$ cat src/rtl/drt_pkg.sv
package drt_pkg;

    typedef enum logic [1:0] {
        ST_IDLE  = 2'd0,
        ST_WAIT  = 2'd1,
        ST_READY = 2'd2,
        ST_AHEAD = 2'd3
    } trk_state_e;

    typedef struct packed {
        logic valid;
        logic retry;
        logic flush;
        logic fetch;
    } decision_t;

    localparam int WORD_BYTES = 4;

    function automatic logic word_aligned(input logic [1:0] low_bits);
        return low_bits == 2'b00;
    endfunction

endpackage

$ cat src/rtl/drt_match.sv
module drt_match #(
    parameter int AW = 32,
    parameter int CW = 4,
    parameter int BW = 4
) (
    input  logic [AW-1:0] cur_addr,
    input  logic [CW-1:0] cur_cmd,
    input  logic [BW-1:0] cur_be,
    input  logic [AW-1:0] held_addr,
    input  logic [CW-1:0] held_cmd,
    input  logic [BW-1:0] held_be,
    output logic          same_req,
    output logic          next_word
);
    import drt_pkg::*;

    logic [AW-1:0] succ_addr;

    assign succ_addr = held_addr + AW'(WORD_BYTES);
    assign same_req  = (cur_addr == held_addr) && (cur_cmd == held_cmd) && (cur_be == held_be);
    assign next_word = (cur_addr == succ_addr) && word_aligned(cur_addr[1:0]);

endmodule

$ cat src/rtl/drt_discard_timer.sv
module drt_discard_timer #(
    parameter int TW = 8
) (
    input  logic          clk,
    input  logic          rst,
    input  logic          run,
    input  logic [TW-1:0] limit,
    output logic          expired
);
    logic [TW-1:0] cnt;

    assign expired = run && (cnt == limit);

    always_ff @(posedge clk) begin
        if (rst || !run) begin
            cnt <= '0;
        end else if (cnt != limit) begin
            cnt <= cnt + TW'(1);
        end
    end

endmodule

$ cat src/rtl/drt_tracker.sv
module drt_tracker #(
    parameter int AW = 32,
    parameter int CW = 4,
    parameter int BW = 4,
    parameter int TW = 8
) (
    input  logic          clk,
    input  logic          rst,
    input  logic          cfg_delayed_en,
    input  logic          cfg_write_flush,
    input  logic          cfg_read_ahead,
    input  logic [TW-1:0] cfg_discard,
    input  logic          req_valid,
    input  logic          req_write,
    input  logic [AW-1:0] req_addr,
    input  logic [CW-1:0] req_cmd,
    input  logic [BW-1:0] req_be,
    input  logic          loc_done,
    output logic          rsp_valid,
    output logic          rsp_retry,
    output logic          fifo_flush,
    output logic          fetch_start,
    output logic [AW-1:0] fetch_addr
);
    import drt_pkg::*;

    trk_state_e    state, nstate;
    decision_t     dec, dec_q;
    logic          capture, move_last;
    logic [AW-1:0] held_addr;
    logic [CW-1:0] held_cmd;
    logic [BW-1:0] held_be;
    logic          same_req, next_word, expired;
    logic          busy;

    assign busy = (state == ST_WAIT) || (state == ST_READY);

    drt_match #(.AW(AW), .CW(CW), .BW(BW)) u_match (
        .cur_addr (req_addr),
        .cur_cmd  (req_cmd),
        .cur_be   (req_be),
        .held_addr(held_addr),
        .held_cmd (held_cmd),
        .held_be  (held_be),
        .same_req (same_req),
        .next_word(next_word)
    );

    drt_discard_timer #(.TW(TW)) u_timer (
        .clk    (clk),
        .rst    (rst),
        .run    (state == ST_READY),
        .limit  (cfg_discard),
        .expired(expired)
    );

    always_comb begin
        nstate    = state;
        dec       = '0;
        capture   = 1'b0;
        move_last = 1'b0;
        if (req_valid) begin
            dec.valid = 1'b1;
            if (!cfg_delayed_en) begin
                dec.fetch = !req_write;
            end else begin
                unique case (state)
                    ST_IDLE: begin
                        if (!req_write) begin
                            capture   = 1'b1;
                            dec.retry = 1'b1;
                            dec.fetch = 1'b1;
                            nstate    = ST_WAIT;
                        end
                    end
                    ST_WAIT, ST_READY: begin
                        if (req_write) begin
                            if (cfg_write_flush) begin
                                dec.flush = 1'b1;
                                nstate    = ST_IDLE;
                            end else begin
                                dec.retry = 1'b1;
                            end
                        end else if (same_req && state == ST_READY) begin
                            if (cfg_read_ahead) begin
                                move_last = 1'b1;
                                nstate    = ST_AHEAD;
                            end else begin
                                dec.flush = 1'b1;
                                nstate    = ST_IDLE;
                            end
                        end else begin
                            dec.retry = 1'b1;
                        end
                    end
                    ST_AHEAD: begin
                        if (req_write) begin
                            dec.flush = 1'b1;
                            nstate    = ST_IDLE;
                        end else if (next_word) begin
                            move_last = 1'b1;
                        end else begin
                            capture   = 1'b1;
                            dec.retry = 1'b1;
                            dec.flush = 1'b1;
                            dec.fetch = 1'b1;
                            nstate    = ST_WAIT;
                        end
                    end
                    default: nstate = ST_IDLE;
                endcase
            end
        end
        if (cfg_delayed_en && nstate == state) begin
            if (state == ST_WAIT && loc_done) begin
                nstate = ST_READY;
            end else if (state == ST_READY && expired) begin
                dec.flush = 1'b1;
                nstate    = ST_IDLE;
            end
        end
    end

    always_ff @(posedge clk) begin
        if (rst) begin
            state      <= ST_IDLE;
            dec_q      <= '0;
            held_addr  <= '0;
            held_cmd   <= '0;
            held_be    <= '0;
            fetch_addr <= '0;
        end else begin
            state <= nstate;
            dec_q <= dec;
            if (capture) begin
                held_addr <= req_addr;
                held_cmd  <= req_cmd;
                held_be   <= req_be;
            end else if (move_last) begin
                held_addr <= req_addr;
            end
            if (dec.fetch) begin
                fetch_addr <= req_addr;
            end
        end
    end

    assign rsp_valid   = dec_q.valid;
    assign rsp_retry   = dec_q.retry;
    assign fifo_flush  = dec_q.flush;
    assign fetch_start = dec_q.fetch;

endmodule

$ cat config.mk
export PLATFORM = sky130hd
export DESIGN_NAME = drt_tracker
export DESIGN_NICKNAME = d
export VERILOG_FILES = /design/src/rtl/drt_pkg.sv /design/src/rtl/drt_match.sv /design/src/rtl/drt_discard_timer.sv /design/src/rtl/drt_tracker.sv
export SDC_FILE = /design/constraint.sdc
export NUM_CORES = 1
export LEC_CHECK = 0
export CAP_MARGIN = 10
export CORE_UTILIZATION = 57
export DETAILED_ROUTE_END_ITERATION = 6
export GPL_TIMING_DRIVEN = 0
export PLACE_DENSITY = 0.84
export SETUP_SLACK_MARGIN = 0.05
export SYNTH_ARGS = -nofsm -noshare
export SYNTH_HDL_FRONTEND = slang
export SYNTH_SLANG_ARGS = --single-unit
$ cat constraint.sdc
create_clock -name clk -period 7.4 [get_ports clk]
set_clock_uncertainty 0.1 [all_clocks]
set_input_delay 1.85 -clock clk [delete_from_list [all_inputs] [get_ports clk]]
set_output_delay 1.85 -clock clk [all_outputs]
set_load 0.05 [all_outputs]
==> run_results.csv <==
group,metric,value,unit
clocking,root_buffer,"clkbuf_8",
finish,layoutNonFillerInstCount,782,
grt,grt_pass1_wl,20400,µm
logic_synthesis,ys_warn_count,0,
clocking,cts_tree,"built",
clocking,clkLatencyLatePin,0.36,ns
clocking,post_cts_resized,0,
power,p_leak,2.62,nW
timing,fmax,0.186,GHz
hold_path,holdCritStartpoint,"fetch_addr[6]$_SDFFE_PP0P_",
timing,hold_viol,0,
setup_path,endpoint_kind,"flip-flop",
grt,grt_antenna_before_repair,0,
timing,min_period,5.38,ns
timing,final.setup.tns,0,ns
setup_path,start_kind,"primary input",
logic_synthesis,syn_nets,633,
run_status,outcome,"finished clean",
setup_path,cpMostUsedCell,"buf_4",
logic_synthesis,ys_seq_area_share,34.9,%
finish,syn2layout_area_growth,25.5,%
grt,overflow,0,
logic_synthesis,synth_edf_count,0,
die,dieArea,0.00903,mm²
setup_path,critPathSlowestCell,"clkdlybuf4s50_1",
placement,dpl.cell_count,766,
placement,dpl.hpwl,9800,µm
drt,vias,4513,
drt,wl_per_cell,16.3,µm
finish,antennaDiodeCount,0,
setup_path,cp_cell_sequence,"clkdlybuf4s50_1 > xor2_1 > or4_1 > nor4_1 > o2111ai_1 > nor4b_1 > nand4_1 > o21ai_1 > a2111o_1 > buf_4 > a21boi_4 > buf_4 > mux2i_1",
timing,drv_slew,0,
setup_path,worst_ep_arrival_time,5.57,ns
setup_path,critical_path_buf_inv_count,3,
setup_path,r2r_start,"held_addr[3]$_SDFFE_PP0P_",
hold_path,min_to,"fetch_addr[6]$_SDFFE_PP0P_",
power,irDropWorstVdd,0.000130,V
logic_synthesis,postSynth.asyncResetShare,0,%
logic_synthesis,avgSynthCellArea,8.65,µm²
die,coreArea,0.00830,mm²
timing,worstMarginPinSlew,0.510,ns
clocking,clock-sinks,86,
timing,period_share,72.7,%
hold_path,hold_depth,2,
clocking,path_clk_slew,0.08,ns
power,power_density,175,mW/mm²
drt,drtIter0Drc,230,
grt,grt_usage,29.4,%
logic_synthesis,syn_area,0.00493,mm²
clocking,tritoncts.num_buffers,9,
die,die_h,95,µm
clocking,cts_max_path_buffers,2,
die,start_util,59.4,%
finish,nNetsFinal,735,
setup_path,path_class,"in2reg",
setup_path,crit_required,7.59,ns
finish,num-fill-cells,653,
timing,max-slew-margin-rel,65.9,%
die,ios,92,
timing,rsz0062_at_grt,"no",
setup_path,worst_path_dominant_cell_family,"simple AND/OR/NAND/NOR gates",
grt,grt_pass1_vias,4277,
clocking,h-tree-depth,3,
run,drv_cap,0,
drt,vias_per_cell,5.77,
drt,drt-total-wl,12800,µm
placement,gp_congestion,0.879,
finish,drive_gt1_share,6.20,%
setup_path,r2r-end,"held_addr[16]$_SDFFE_PP0P_",
finish,final_area,0.00619,mm²
logic_synthesis,yosys_register_bits,86,
logic_synthesis,synth.distinct_cells,62,
setup_path,reg2reg_depth,13,
drt,drc_errors,0,
grt,grt_max_degree,15,
logic_synthesis,synth_cells,570,
die,rows,33,
timing,setup_viol,0,
hold_path,hp-class,"reg2reg",
placement,placed_area,0.00597,mm²
clocking,cts_hold_buffers,0,
drt,ant_nets,0,
setup_path,rrSetupSlack,3.34,ns
clocking,post_cts_buffers,0,
drt,dr.pass1.iters,6,
die,die_w,95,µm
logic_synthesis,synthFlopType,"dfxtp_1",
placement,portBuffers,91,
setup_path,cpPeakStageDelay,0.49,ns
setup_path,crit_path_max_fanout,10,
cells in the final DEF, fill, tap and decap left out, types with 3 or more instances in the layout:
cell / netlist / layout
nor4_1: 7 / 7
a21oi_1: 14 / 14
a31o_2: 3 / 3
a211o_1: 3 / 3
nor2_1: 29 / 29
nor3_1: 5 / 5
nor2b_1: 4 / 4
xor2_1: 21 / 21
buf_4: 8 / 8
nand3b_1: 3 / 3
ha_1: 7 / 7
clkbuf_1: 14 / 15
nor4b_1: 3 / 3
clkbuf_8: 0 / 9
or2_2: 3 / 3
mux2i_1: 76 / 76
buf_6: 3 / 3
o22ai_1: 3 / 3
and4_1: 7 / 7
xnor2_1: 45 / 45
nand4_1: 17 / 17
and2_1: 4 / 4
nand3_1: 15 / 15
buf_2: 4 / 4
inv_1: 5 / 5
dfxtp_1: 86 / 86
and3_1: 8 / 8
nand2_1: 126 / 126
clkdlybuf4s50_1: 0 / 91
power breakdown:
part | internal [mW] | total [mW] | switching (mW)
Clock | 0.190 | 0.363 | 0.174
Combinational | 0.0968 | 0.223 | 0.126
Sequential | 0.482 | 0.497 | 0.0146
Total | 0.768 | 1.08 | 0.314
per-stage QoR:
step	power, mW	setup WS, ns	util [%]	hold slack (ns)
finish	1.08	2.02	74.5	0.360
floorplan	0.642	2.72	-	0.351
CTS	1.09	2.01	74.5	0.368
global placement	0.723	1.79	72.0	0.346
detailed placement	0.728	1.63	72.0	0.353
global route	1.12	1.75	74.5	0.390
cell families after synthesis:
family	count (synthesis)	synth area share, %
adders and majority gates	7	1.78
and+or+nand+nor	247	24.4
xor gates and xnor gates	66	11.7
buffers and inverters	35	3.83
AOI/OAI and AO/OA	53	7.94
muxes	76	15.4
DFF	86	34.9
synth_stat cells, types with 3 or more instances:
cell        n  area share (%)
nor2_1     29             2.2
nor3_1      5            0.51
buf_2       4            0.41
o22ai_1     3            0.38
xnor2_1    45             8.0
nand2_1   126             9.6
and4_1      7             1.2
or2_2       3            0.38
ha_1        7             1.8
and3_1      8             1.0
nor2b_1     4            0.51
clkbuf_1   14             1.1
xor2_1     21             3.7
a211o_1     3            0.53
a31o_2      3            0.53
mux2i_1    76              15
buf_4       8             1.2
buf_6       3            0.69
nor4b_1     3            0.53
nand3b_1    3            0.46
dfxtp_1    86              35
inv_1       5            0.38
nand4_1    17             2.2
a21oi_1    14             1.4
nor4_1      7            0.89
nand3_1    15             1.5
and2_1      4            0.51
tightest hold or removal path, stage by stage, from the launching register on:
cell     delay (ns)
dfxtp_1        0.31
nand2_1        0.05
mux2i_1        0.05
state kept, by name (all words and copies together) (netlist names):
register / cells
rsp_retry: 1
held_addr: 32
rsp_valid: 1
held_be: 4
fetch_start: 1
u_timer.cnt: 8
held_cmd: 4
state: 2
fetch_addr: 32
fifo_flush: 1
area by class of cell:
cell class,count,area (µm²),area share (%)
buffer,29,166,2.69
clock buffer,10,128,2.06
multi-input combinational,449,3020,48.8
clock inverter,6,86.3,1.40
timing repair buffer,91,911,14.7
inverter,6,22.5,0.364
sequential,86,1720,27.8
tap,105,131,2.12
how the worst max path moves through the flow:
stage,startpoint,to,cells after the start
after detailed placement,req_addr[3],fetch_addr[29]$_SDFFE_PP0P_,14
after CTS,req_addr[3],fetch_addr[29]$_SDFFE_PP0P_,14
after floorplan,req_addr[3],state[0]$_SDFF_PP0_,10
final,req_addr[3],held_addr[16]$_SDFFE_PP0P_,13
after global routing,req_addr[3],fetch_addr[16]$_SDFFE_PP0P_,14
after global placement,req_addr[3],fetch_addr[29]$_SDFFE_PP0P_,14
layer usage:
metal  GRT usage (%)  up-vias  part of all wire (%)
li1                -     2197                     -
met5               0        -                     0
met2            50.4      151                    48
met3            4.27       21                   5.0
met4            10.9        0                   1.9
met1            37.1     2144                    45
Note: power is estimated with default switching activity, not from simulation.
